--- src/rtl/pwm4_pkg.sv ---
package pwm4_pkg;

    localparam int NCH = 4;
    localparam int DW  = 8;
    localparam int AW  = 4;

    localparam logic [AW-1:0] ADDR_CTRL  = AW'(0);
    localparam logic [AW-1:0] ADDR_SCALE = AW'(1);

    typedef logic [DW-1:0] byte_t;

    // control register layout: [7:6] pair 3/4 select, [5:4] pair 1/2 select,
    // [3:0] polarity of channels 4..1
    typedef struct packed {
        logic [1:0]     sel_hi;
        logic [1:0]     sel_lo;
        logic [NCH-1:0] pol;
    } ctrl_t;

    typedef struct packed {
        byte_t period;
        byte_t duty;
    } chcfg_t;

    function automatic logic [AW-1:0] period_addr(int k);
        return AW'(2 + 2 * k);
    endfunction

    function automatic logic [AW-1:0] duty_addr(int k);
        return AW'(3 + 2 * k);
    endfunction

    function automatic logic uses_scaled(ctrl_t c, int k);
        return (k >= NCH / 2) ? (|c.sel_hi) : (|c.sel_lo);
    endfunction

endpackage

--- src/rtl/pwm4_prescaler.sv ---
module pwm4_prescaler
    import pwm4_pkg::*;
(
    input  logic  clk,
    input  logic  rst,
    input  logic  en_a,
    input  byte_t scale,
    output logic  s_en
);

    byte_t cnt;
    logic  half;
    logic  term;

    // zero factor wraps through all 256 states
    assign term = en_a && (cnt == byte_t'(scale - byte_t'(1)));

    always_ff @(posedge clk) begin
        if (rst) begin
            cnt  <= '0;
            half <= 1'b0;
            s_en <= 1'b0;
        end else begin
            s_en <= term && half;
            if (term) begin
                cnt  <= '0;
                half <= ~half;
            end else if (en_a) begin
                cnt <= cnt + byte_t'(1);
            end
        end
    end

endmodule

--- src/rtl/pwm4_channel.sv ---
module pwm4_channel
    import pwm4_pkg::*;
(
    input  logic   clk,
    input  logic   rst,
    input  logic   tick,
    input  logic   pol,
    input  chcfg_t cfg_new,
    output logic   pwm
);

    chcfg_t act;
    byte_t  cnt;
    logic   last;

    assign last = (cnt == byte_t'(act.period - byte_t'(1)));

    always_ff @(posedge clk) begin
        if (rst) begin
            cnt <= '0;
            act <= '0;
        end else if (tick) begin
            if (last) begin
                cnt <= '0;
                act <= cfg_new;
            end else begin
                cnt <= cnt + byte_t'(1);
            end
        end
    end

    assign pwm = (cnt < act.duty) ? pol : ~pol;

endmodule

--- src/rtl/pwm4_top.sv ---
module pwm4_top
    import pwm4_pkg::*;
(
    input  logic           clk,
    input  logic           rst,
    input  logic           en_a,
    input  logic           en_b,
    input  logic           wr_en,
    input  logic [AW-1:0]  wr_addr,
    input  logic [DW-1:0]  wr_data,
    output logic [NCH-1:0] pwm_out
);

    ctrl_t          ctrl_q;
    byte_t          scale_q;
    logic           s_en;
    logic [NCH-1:0] ch_tick;

    always_ff @(posedge clk) begin
        if (rst) begin
            ctrl_q  <= '0;
            scale_q <= '0;
        end else if (wr_en) begin
            if (wr_addr == ADDR_CTRL)  ctrl_q  <= ctrl_t'(wr_data);
            if (wr_addr == ADDR_SCALE) scale_q <= wr_data;
        end
    end

    pwm4_prescaler u_presc (
        .clk   (clk),
        .rst   (rst),
        .en_a  (en_a),
        .scale (scale_q),
        .s_en  (s_en)
    );

    for (genvar k = 0; k < NCH; k++) begin : g_ch
        chcfg_t shadow;
        logic   base_en;

        always_ff @(posedge clk) begin
            if (rst) begin
                shadow <= '0;
            end else if (wr_en) begin
                if (wr_addr == period_addr(k)) shadow.period <= wr_data;
                if (wr_addr == duty_addr(k))   shadow.duty   <= wr_data;
            end
        end

        if (k >= NCH / 2) begin : g_hi
            assign base_en = en_b;
        end else begin : g_lo
            assign base_en = en_a;
        end

        assign ch_tick[k] = uses_scaled(ctrl_q, k) ? s_en : base_en;

        pwm4_channel u_ch (
            .clk     (clk),
            .rst     (rst),
            .tick    (ch_tick[k]),
            .pol     (ctrl_q.pol[k]),
            .cfg_new (shadow),
            .pwm     (pwm_out[k])
        );
    end

endmodule

--- config.mk ---
export PLATFORM = sky130hd
export DESIGN_NAME = pwm4_top
export DESIGN_NICKNAME = d
export VERILOG_FILES = /design/src/rtl/pwm4_pkg.sv /design/src/rtl/pwm4_prescaler.sv /design/src/rtl/pwm4_channel.sv /design/src/rtl/pwm4_top.sv
export SDC_FILE = /design/constraint.sdc
export NUM_CORES = 1
export LEC_CHECK = 0
export ABC_AREA = 1
export BUFFER_PORTS_ARGS = -buffer_cell sky130_fd_sc_hd__buf_4
export CAP_MARGIN = 40
export CORE_ASPECT_RATIO = 1.75
export CORE_MARGIN = 5
export CORE_UTILIZATION = 63
export DETAILED_ROUTE_END_ITERATION = 8
export GPL_ROUTABILITY_DRIVEN = 0
export PLACE_DENSITY = 0.91
export RECOVER_POWER = 100
export SLEW_MARGIN = 15
export SYNTH_ARGS = -nofsm -noshare
export SYNTH_HDL_FRONTEND = slang
export SYNTH_SLANG_ARGS = --single-unit
--- constraint.sdc ---
create_clock -name clk -period 2.3 [get_ports clk]
set_input_delay 0 -clock clk [delete_from_list [all_inputs] [get_ports clk]]
set_output_delay 0 -clock clk [all_outputs]
set_load 0.02 [all_outputs]
==> metrics.csv, run 1 <==
stage,metric,value,unit
synthesis,Post-Syn Instances,1341,
clocking,H-Tree Depth,4,
sta,Fmax,0.479,GHz
drt,DRT iter0 DRCs,545,
sta,Slew HR,32.9,%
worst_setup_path,Worst Path Required,2300,ps
global_route,total track usage,25.5,%
worst_hold_path,Worst Hold End,g_ch[2].shadow[11],
worst_setup_path,Reg2Reg Setup Slack,220,ps
finish,Nets,1411,
floorplanning,num rows,58,
sta,Final Max Slew Viols,0,
drt,# DRC,0,
worst_setup_path,Critical R2R Launch,g_ch[0].u_ch.act[8],
clocking,CTS tree,built,
synthesis,"Cell Area, Synth",9160,sq um
floorplanning,die area,17100,sq um
worst_setup_path,Crit Path Category,reg -> out,
global_route,first-pass GRT wire length,35600,um
worst_hold_path,Hold Path Origin,wr_addr[1],
floorplanning,I/O Pins,21,
sta,Final Hold Viols,0,
synthesis,Yosys warning count,0,
sta,Layout Skew,12.2,ps
worst_setup_path,Crit. Startpoint,g_ch[0].u_ch.cnt[3],
worst_setup_path,Crit. End Element,output port,
worst_hold_path,Hold Crit Depth,5,
worst_setup_path,arrival time worst endpoint,2090,ps
finish,layout cells sized above 1,5.70,%
worst_setup_path,Crit Path Max Fanout,7,
finish,FF/Latch Area,3720,sq um
global_route,antenna violations before repair,0,
clocking,Clock Sinks,186,
drt,Routed wire per std cell,13.7,um
drt,via/cell ratio,5.33,
global_route,largest net degree at the start of global routing,102,
sta,Setup TNS,0,ps
drt,total number of vias,8258,
floorplanning,Initial Util,64.0,%
worst_setup_path,reg2reg path depth,11,
sta,fin crit share,90.8,%
power_and_ir_drop,PwrDens,668,nW/um^2
drt,Post-Route WL,21200,um
sta,Worst-Margin Slew,1010,ps
drt,Antenna Nets Post-Route,0,
synthesis,Yosys cell types,34,
finish,most frequent cells in the layout,"nor2_1, nand2_1, dfxtp_1, inv_1, o21ai_0",
flow_run,number of max-cap violations,0,
synthesis,syn nets,1396,
drt,drt first pass iters,5,
clocking,CTS buffer count,17,
finish,area of the multi-input gates,4630,sq um
finish,"most common cell after layout, fill and taps aside",nor2_1,
clocking,Setup Buffers After CTS,0,
worst_setup_path,Worst setup SP type,register,
worst_hold_path,Hold Crit Class,in -> reg,
synthesis,syn avg cell area,6.83,sq um
synthesis,Synth area leaders,"dfxtp_1, nor2_1, nand2_1, inv_1, ha_1",
clocking,"Clk Latency, worst-skew pair",440,ps
synthesis,top cell type's share of synthesized area,40.7,%
floorplanning,Die X,101,um
finish,P&R area growth vs syn,10.1,%
placed_design,post-detail-place hpwl,14100,um
synthesis,register area share after synthesis,40.7,%
sta,unrepaired setup endpoints after global routing,false,
sta,Final setup viols,0,
placed_design,PortBufs,20,
sta,minimum clock period,2090,ps
worst_setup_path,worst r2r dst,g_ch[0].u_ch.cnt[7],
synthesis,Synth area leader,dfxtp_1,
power_and_ir_drop,maximum ir drop on the vdd rail,0.398,mV
floorplanning,Die Y,169,um
clocking,CTS max path bufs,2,
floorplanning,CORE AREA,14300,sq um
placed_design,Area after DPL,9400,sq um
finish,"Design Area, Final",10100,sq um
global_route,gr ovfl total,0,
finish,antenna cells,0,
finish,FILL cells,1058,
global_route,vias in the first global route,8015,
synthesis,#FFs+latches synth,186,
clocking,clock transition at the registers of the reported paths,70,ps
clocking,root buffer cell,clkbuf_16,
power_and_ir_drop,P_leak,5.09,nW
outcome,status,completed,
-- critical path, stage by stage (launching register included) --
cell,delay [ps]
dfxtp_1,480
ha_1,290
a21oi_1,170
nand2_1,120
nand4_1,90
nand2_1,60
xor2_1,180
clkbuf_1,260
-- sequential cells by signal, summed over array words and instances, names as in the netlist --
register / cells
g_ch.shadow: 64
g_ch.u_ch.act: 64
g_ch.u_ch.cnt: 32
ctrl_q: 8
scale_q: 8
u_presc.cnt: 8
u_presc.half: 1
u_presc.s_en: 1
-- repair_timing --
item,4_1_cts,5_1_grt
resized for setup,0,4
hold buffers,10,0
endpoints found under the hold margin,74,0
endpoints found under the setup margin,0,27
-- routing by layer --
metal  vias to the layer above  routed length, um  global-route usage, %
met2                       204              11200                   46.4
li1                       4176                  -                      -
met1                      3791               8070                   26.3
met5                         -                  0                      0
met3                        87                835                   5.31
met4                         0               1090                   14.4
-- layout make-up --
class                      count  area share [%]
clock buffer                  17            4.22
clock inverter                15            1.74
inverter                     152            5.67
multi-input combinational    958            46.0
sequential                   186            36.9
tap                          180            2.23
timing repair buffer          41            3.25
-- Yosys cell counts (all sizes together) --
library cell	instances
or2	2
xnor3	1
ha	38
clkinv	2
inv	150
buf	27
clkbuf	18
nand3b	2
o21a	4
nand3	53
nor3b	1
a21oi	43
nand2	285
xor2	45
o21bai	3
nor2	347
dfxtp	186
xnor2	15
nor3	12
o21ai	96
nand4	11
-- per-stage QoR --
| stage | cells | utilization [%] | setup slack (ps) | hold WS [ps] | power (mW) |
|---|---|---|---|---|---|
| after floorplan | 1341 | - | 615 | 76.8 | 3.66 |
| after global placement | 1507 | 65.7 | 251 | 268 | 3.77 |
| after detailed placement | 1507 | 65.7 | 154 | 264 | 3.79 |
| after CTS | 1549 | 70.6 | 115 | 147 | 6.75 |
| after global routing | 1549 | 70.5 | 3.54 | 212 | 6.94 |
| final | 1549 | 70.5 | 212 | 163 | 6.73 |
-- where the power goes --
part | internal, mW | switching (mW)
registers | 3.27 | 0.0494
logic | 0.136 | 0.274
clock network | 1.56 | 1.44
-- cells by family after synthesis --
kind of cell | synth area share (%)
fa+ha+maj | 5.19
simple gates | 31.1
compound gates | 8.17
buf+inv | 8.86
xor+xnor | 5.99
flops | 40.7
-- worst max path at each step --
stage          depth (start not counted)  slack [ps]             endpoint
2_1_floorplan                         11         610  g_ch[0].u_ch.act[0]
3_3_place_gp                          12         250  g_ch[1].u_ch.cnt[4]
3_5_place_dp                          12         150  g_ch[1].u_ch.cnt[4]
4_1_cts                               12         110  g_ch[1].u_ch.cnt[4]
5_1_grt                               15           4  g_ch[1].u_ch.act[6]
6_report                               7         210           pwm_out[0]
No activity file was read; power rests on OpenSTA's default activity.
==> inputs of run 2 (changes only) <==
Settings changed: ABC_AREA 1 to 0, CTS_CLUSTER_SIZE from default to 16.
==> run 2 against run 1 <==
  * Register-to-register slack worse by 110 ps
  * Final cell count is 20% lower
  * Clock skew is 0.80 ps higher
  * Die area is 5.0% higher
  * Sequential share of layout area fell by 2.1 points
  * Worst setup slack got worse by 120 ps
  * Utilization fell by 0.32 points
  * Combinational power hardly changed
  * Synthesized cell count shrank 24%
  * Area after synthesis is 5.5% higher
  * Largest cell class unchanged
  * Largest power group unchanged
==> metrics.csv, run 2 <==
stage,metric,value,unit,change
synthesis,Yosys warning count,0,,unchanged
floorplanning,Initial Util,63.3,%,was 64.0%
synthesis,cell with the most instances after synthesis,dfxtp_1,,was nor2_1
floorplanning,die area,18000,sq um,"was 17,100 sq um"
sta,fin crit share,96.2,%,was 90.8%
floorplanning,I/O Pins,21,,unchanged
sta,Final setup viols,0,,unchanged
synthesis,Post-Syn Instances,1023,,"was 1,341"
worst_setup_path,Crit Path Max Fanout,7,,unchanged
power_and_ir_drop,PwrDens,644,nW/um^2,was 668 nW/um^2
sta,worst setup margin,88.2,ps,was 212 ps
synthesis,syn avg cell area,9.44,sq um,was 6.83 sq um
power_and_ir_drop,P_leak,4.15,nW,was 5.09 nW
flow_run,number of max-cap violations,0,,unchanged
synthesis,Yosys cell types,60,,was 34
floorplanning,Die Y,174,um,was 169 um
drt,DRT iter0 DRCs,528,,was 545
worst_setup_path,Worst setup SP type,register,,unchanged
clocking,CTS buffer count,17,,unchanged
placed_design,PortBufs,20,,unchanged
clocking,clock transition at the registers of the reported paths,70,ps,about the same
floorplanning,CORE AREA,15200,sq um,"was 14,300 sq um"
worst_setup_path,Crit Path Category,reg -> out,,unchanged
worst_hold_path,Hold Crit Class,in -> reg,,unchanged
placed_design,Post-Place Setup Slack,106,ps,was 154 ps
finish,P&R area growth vs syn,10.8,%,was 10.1%
synthesis,"Cell Area, Synth",9650,sq um,was 9160 sq um
global_route,first-pass GRT wire length,36700,um,"was 35,600 um"
drt,via/cell ratio,5.94,,was 5.33
synthesis,register area share after synthesis,38.6,%,was 40.7%
synthesis,#FFs+latches synth,186,,unchanged
global_route,largest net degree at the start of global routing,98,,was 102
finish,Nets,1092,,"was 1,411"
synthesis,syn nets,1078,,"was 1,396"
outcome,status,completed,,unchanged
sta,Final Max Slew Viols,0,,unchanged
finish,Largest regs,"g_ch.shadow (64), g_ch.u_ch.act (64), g_ch.u_ch.cnt (32)",,unchanged
finish,Util after Layout,70.2,%,was 70.5%
drt,Routed wire per std cell,18.0,um,was 13.7 um
floorplanning,num rows,60,,was 58
clocking,"Clk Latency, worst-skew pair",430,ps,was 440 ps
clocking,Clock Sinks,186,,unchanged
clocking,H-Tree Depth,4,,unchanged
synthesis,Synth area leaders,"dfxtp_1, mux2i_1, nand2b_1, ha_1, nor2_1",,"was dfxtp_1, nor2_1, nand2_1, inv_1, ha_1"
sta,minimum clock period,2210,ps,was 2090 ps
finish,layout cells sized above 1,9.24,%,was 5.70%
global_route,total track usage,24.6,%,was 25.5%
clocking,CTS max path bufs,2,,unchanged
sta,Setup TNS,0,ps,unchanged
clocking,Setup Buffers After CTS,0,,unchanged
drt,Antenna Nets Post-Route,0,,unchanged
finish,most frequent cells in the layout,"dfxtp_1, mux2i_1, nand2b_1, nor2_1, nor3_1",,"was nor2_1, nand2_1, dfxtp_1, inv_1, o21ai_0"
synthesis,async set or reset register ratio after synthesis,0,%,unchanged
drt,Post-Route WL,22300,um,"was 21,200 um"
clocking,root buffer cell,clkbuf_16,,unchanged
finish,"most common cell after layout, fill and taps aside",dfxtp_1,,was nor2_1
synthesis,Synth area leader,dfxtp_1,,unchanged
sta,Layout Skew,13.0,ps,was 12.2 ps
synthesis,dominant synthesized flop cell,dfxtp_1,,unchanged
global_route,vias in the first global route,7469,,"was 8,015"
clocking,CTS tree,built,,unchanged
finish,antenna cells,0,,unchanged
worst_setup_path,Worst Path Required,2300,ps,about the same
worst_setup_path,arrival time worst endpoint,2210,ps,was 2090 ps
synthesis,top cell type's share of synthesized area,38.6,%,was 40.7%
sta,Fmax,0.452,GHz,was 0.479 GHz
floorplanning,Die X,104,um,was 101 um
global_route,antenna violations before repair,0,,unchanged
global_route,gr ovfl total,0,,unchanged
synthesis,number of synthesized flops with an enable pin,0,,unchanged
sta,Slew HR,51.6,%,was 32.9%
placed_design,post-detail-place hpwl,13700,um,"was 14,100 um"
power_and_ir_drop,maximum ir drop on the vdd rail,0.418,mV,was 0.398 mV
drt,# DRC,0,,unchanged
sta,Worst-Margin Slew,727,ps,was 1010 ps
synthesis,Post-synth top cells,"dfxtp_1, mux2i_1, nand2b_1, nor2_1, nor3_1",,"was nor2_1, nand2_1, dfxtp_1, inv_1, o21ai_0"
drt,total number of vias,7340,,"was 8,258"
drt,drt first pass iters,5,,unchanged
sta,Final Hold Viols,0,,unchanged
worst_setup_path,Crit. End Element,output port,,unchanged
-- run 2: layout make-up --
class / instances / area [sq um]
fillers: 1031 / 4540
clock inverters: 13 / 189
flip-flops and latches: 186 / 3730
clock buffers: 19 / 453
multi-input cells: 732 / 5500
repair buffers: 57 / 433
well taps: 186 / 233
inverters: 43 / 161
-- run 2: worst paths after layout --
path,start,to,cells after the start,slack (ps)
worst min register to register,g_ch[1].shadow[0],g_ch[1].u_ch.act[0],2,470
worst max-delay path,g_ch[1].u_ch.cnt[3],pwm_out[1],6,90
worst max register to register,g_ch[2].u_ch.act[11],g_ch[2].u_ch.act[10],6,110
worst min-delay path,wr_data[1],scale_q[1],3,7
-- run 2: repair_timing --
action                                  CTS  global route
pin swaps                                 0             2
endpoints found under the setup margin    2            33
gates resized for setup                   2            10
hold buffers                              7             0
hold endpoints to repair                 21             0
-- run 2: power breakdown --
group          switching, mW  internal (mW)  total, mW
combinational          0.230          0.181      0.411
clock                   1.29           1.89       3.18
sequential            0.0456           3.26       3.30
-- run 2: kinds of logic after synthesis --
logic type               share of synthesized area [%]
AND/OR/NAND/NOR                                   23.2
flip-flops                                        38.6
multiplexers                                      15.9
buffers and inverters                             4.72
XOR/XNOR                                          7.76
AO/OA/AOI/OAI                                     4.95
adder cells (fa/ha/maj)                           4.92
-- run 2: through the flow --
step | power, mW | cell area [sq um] | instances | hold WS (ps)
5_1_grt | 7.10 | 10700 | 1236 | 11.4
6_report | 6.89 | 10700 | 1236 | 6.57
4_1_cts | 6.90 | 10700 | 1236 | 2.61
3_5_place_dp | 3.77 | 10000 | 1197 | 339
3_3_place_gp | 3.76 | 10000 | 1197 | 334
2_1_floorplan | 3.65 | 9650 | 1023 | 342
-- run 2: routing by layer --
layer / global-route usage [%] / share of wire [%] / vias to the layer above
met3: 5.03 / 4.2 / 82
li1: - / - / 3498
met5: 0 / 0 / -
met2: 45.4 / 54 / 206
met4: 11.8 / 4.8 / 0
met1: 26.3 / 37 / 3554
-- run 2: worst max-delay path: stages (launching register included) --
cell and delay (ps):
dfxtp_1 500, ha_1 240, a21o_1 170, a211oi_2 90
o21a_1 110, o311ai_0 430, clkbuf_2 250
==> inputs of run 3 (changes only) <==
Settings changed: BUFFER_PORTS_ARGS -buffer_cell sky130_fd_sc_hd__buf_4 to -buffer_cell sky130_fd_sc_hd__buf_2, GPL_TIMING_DRIVEN from default to 0.
==> run 3 against run 2 <==
  * Die area unchanged
  * Non-clock buffer count up 24
  * Register-to-register slack about the same
  * Total power down 6.5%
  * Global-route usage up 1.2 points
  * Final cell count up 1.8%
  * Via count up 3.8%
  * First-iteration DRC count down 12%
  * Fmax down 1.3%
  * Flip-flop and latch count unchanged
  * Critical path type unchanged
  * Largest cell class unchanged
==> metrics.csv, run 3 (synthesized netlist as in run 2, its figures left out) <==
stage,metric,value,unit,change
outcome,status,completed,,unchanged
drt,# DRC,0,,unchanged
placed_design,PortBufs,10,,was 20
floorplanning,CORE AREA,15200,sq um,unchanged
drt,total number of vias,7618,,"was 7,340"
worst_setup_path,Top delay family on crit path,compound AO/OA/AOI/OAI gates,,unchanged
sta,hold_ws,77.8,ps,was 6.57 ps
floorplanning,Initial Util,63.3,%,unchanged
floorplanning,die area,18000,sq um,unchanged
drt,drt first pass iters,6,,was 5
sta,Fmax,0.446,GHz,was 0.452 GHz
global_route,largest net degree at the start of global routing,17,,was 98
finish,FF/Latch Area,3730,sq um,about the same
global_route,vias in the first global route,7992,,"was 7,469"
finish,area of the multi-input gates,5520,sq um,was 5500 sq um
global_route,gr ovfl total,0,,unchanged
finish,Util after Layout,69.6,%,was 70.2%
worst_hold_path,Hold Path Origin,wr_data[7],,was wr_data[1]
floorplanning,Die X,104,um,unchanged
floorplanning,num rows,60,,unchanged
power_and_ir_drop,overall power,6.44,mW,was 6.89 mW
worst_setup_path,Crit. Startpoint,g_ch[2].u_ch.act[4],,was g_ch[1].u_ch.cnt[3]
finish,Final Instance Count excl. Fillers,1258,,"was 1,236"
placed_design,Area after DPL,9940,sq um,"was 10,000 sq um"
worst_setup_path,Critical R2R Launch,g_ch[3].u_ch.cnt[5],,was g_ch[2].u_ch.act[11]
worst_setup_path,"Critical Path, Cell by Cell",inv_1 > ha_1 > a21o_1 > a211oi_2 > o21a_1 > o311ai_2 > buf_4 > buf_2,,was ha_1 > a21o_1 > a211oi_2 > o21a_1 > o311ai_0 > clkbuf_2
worst_setup_path,Crit Path Max Fanout,2,,was 7
clocking,root buffer cell,clkbuf_16,,unchanged
clocking,CTS max path bufs,2,,unchanged
power_and_ir_drop,PwrDens,607,nW/um^2,was 644 nW/um^2
sta,Final setup viols,0,,unchanged
finish,Nets,1116,,"was 1,092"
clocking,H-Tree Depth,4,,unchanged
drt,Post-Route WL,23600,um,"was 22,300 um"
finish,P&R area growth vs syn,9.90,%,was 10.8%
finish,Largest regs,"g_ch.shadow (64), g_ch.u_ch.act (64), g_ch.u_ch.cnt (32)",,unchanged
power_and_ir_drop,maximum ir drop on the vdd rail,0.487,mV,was 0.418 mV
floorplanning,I/O Pins,21,,unchanged
worst_setup_path,Worst path max stage delay,350,ps,was 500 ps
clocking,"Clk Latency, worst-skew pair",430,ps,about the same
sta,minimum clock period,2240,ps,was 2210 ps
global_route,first-pass GRT wire length,38300,um,"was 36,700 um"
sta,Layout Skew,11.7,ps,was 13.0 ps
sta,Slew HR,40.5,%,was 51.6%
placed_design,total placed cells including tap cells,1220,,"was 1,197"
drt,Routed wire per std cell,18.7,um,was 18.0 um
sta,fin crit share,97.4,%,was 96.2%
placed_design,post-detail-place hpwl,15500,um,"was 13,700 um"
clocking,Clock Sinks,186,,unchanged
worst_setup_path,arrival time worst endpoint,2240,ps,was 2210 ps
drt,via/cell ratio,6.06,,was 5.94
finish,antenna cells,0,,unchanged
drt,Antenna Nets Post-Route,0,,unchanged
power_and_ir_drop,P_leak,4.07,nW,was 4.15 nW
finish,FILL cells,1068,,"was 1,031"
sta,Setup TNS,0,ps,unchanged
sta,Worst-Margin Slew,892,ps,was 727 ps
sta,Final Hold Viols,0,,unchanged
global_route,total track usage,25.9,%,was 24.6%
worst_setup_path,Crit. End Element,output port,,unchanged
worst_setup_path,Worst setup SP type,register,,unchanged
clocking,CTS tree,built,,unchanged
drt,DRT iter0 DRCs,467,,was 528
worst_hold_path,Hold Crit Class,in -> reg,,unchanged
floorplanning,Die Y,174,um,unchanged
sta,Final Max Slew Viols,0,,unchanged
finish,"Design Area, Final",10600,sq um,"was 10,700 sq um"
finish,"most common cell after layout, fill and taps aside",dfxtp_1,,unchanged
global_route,antenna violations before repair,1,,was 0
finish,most frequent cells in the layout,"dfxtp_1, mux2i_1, nand2b_1, nor2_1, nor3_1",,unchanged
sta,worst setup margin,59.0,ps,was 88.2 ps
clocking,CTS buffer count,17,,unchanged
worst_setup_path,Crit Path Category,reg -> out,,unchanged
worst_setup_path,worst path buffer plus inverter count,3,,was 1
clocking,clock transition at the registers of the reported paths,70,ps,about the same
placed_design,Post-Place Setup Slack,-150,ps,was 106 ps
finish,layout cells sized above 1,8.49,%,was 9.24%
flow_run,number of max-cap violations,0,,unchanged
worst_setup_path,Worst Path Required,2300,ps,about the same
worst_setup_path,Slowest cell on crit path,dfxtp_1,,unchanged
[run 3: cell count changes in the layout (fill, tap and decap cells not counted), sizes merged]
| cell | before | now |
|---|---|---|
| clkbuf | 35 | 68 |
| clkinv | 4 | 6 |
| dlygate4sd3 | 7 | 1 |
| buf | 34 | 31 |
| bufinv | 4 | 0 |
[run 3: layer usage]
layer	wire, um	vias to the layer above	track usage (%)
met5	13	-	0
met3	1100	127	4.70
met4	1550	2	17.8
li1	-	3548	-
met2	12400	294	47.4
met1	8480	3647	25.8
[run 3: what timing repair did]
item                                   CTS  global route
endpoints found under the hold margin    2             0
resized for setup                        8            19
setup buffers                            7             0
pin swaps                                5             3
hold buffers                             1             0
setup endpoints to repair               89            52
[run 3: tightest hold or removal path, delay by kind of cell]
family | cells | cell delay (ps)
muxes | 1 | 190
buffers and inverters | 1 | 220
and+or+nand+nor | 1 | 50
[run 3: path summary, 6_finish.rpt]
check / cells after the start / slack (ps) / endpoint
worst max-delay path: 8 / 60 / pwm_out[2]
worst min-delay path: 3 / 80 / ctrl_q[7]
worst max register to register: 8 / 100 / g_ch[3].u_ch.act[4]
worst min register to register: 2 / 470 / g_ch[3].u_ch.act[12]
[run 3: report_power, final]
part / switching, mW / internal (mW) / total, mW
sequential: 0.0530 / 3.26 / 3.31
clock: 1.30 / 1.42 / 2.72
combinational: 0.241 / 0.172 / 0.413
total: 1.59 / 4.85 / 6.44
[run 3: layout make-up]
| cell class | instances | share of cell area (%) |
|---|---|---|
| multi-input combinational | 732 | 52.1 |
| clock inverter | 11 | 0.849 |
| timing repair buffer | 19 | 1.13 |
| tap | 186 | 2.19 |
| clock buffer | 19 | 4.17 |
| sequential | 186 | 35.2 |
| inverter | 43 | 1.52 |
| buffer | 62 | 2.90 |
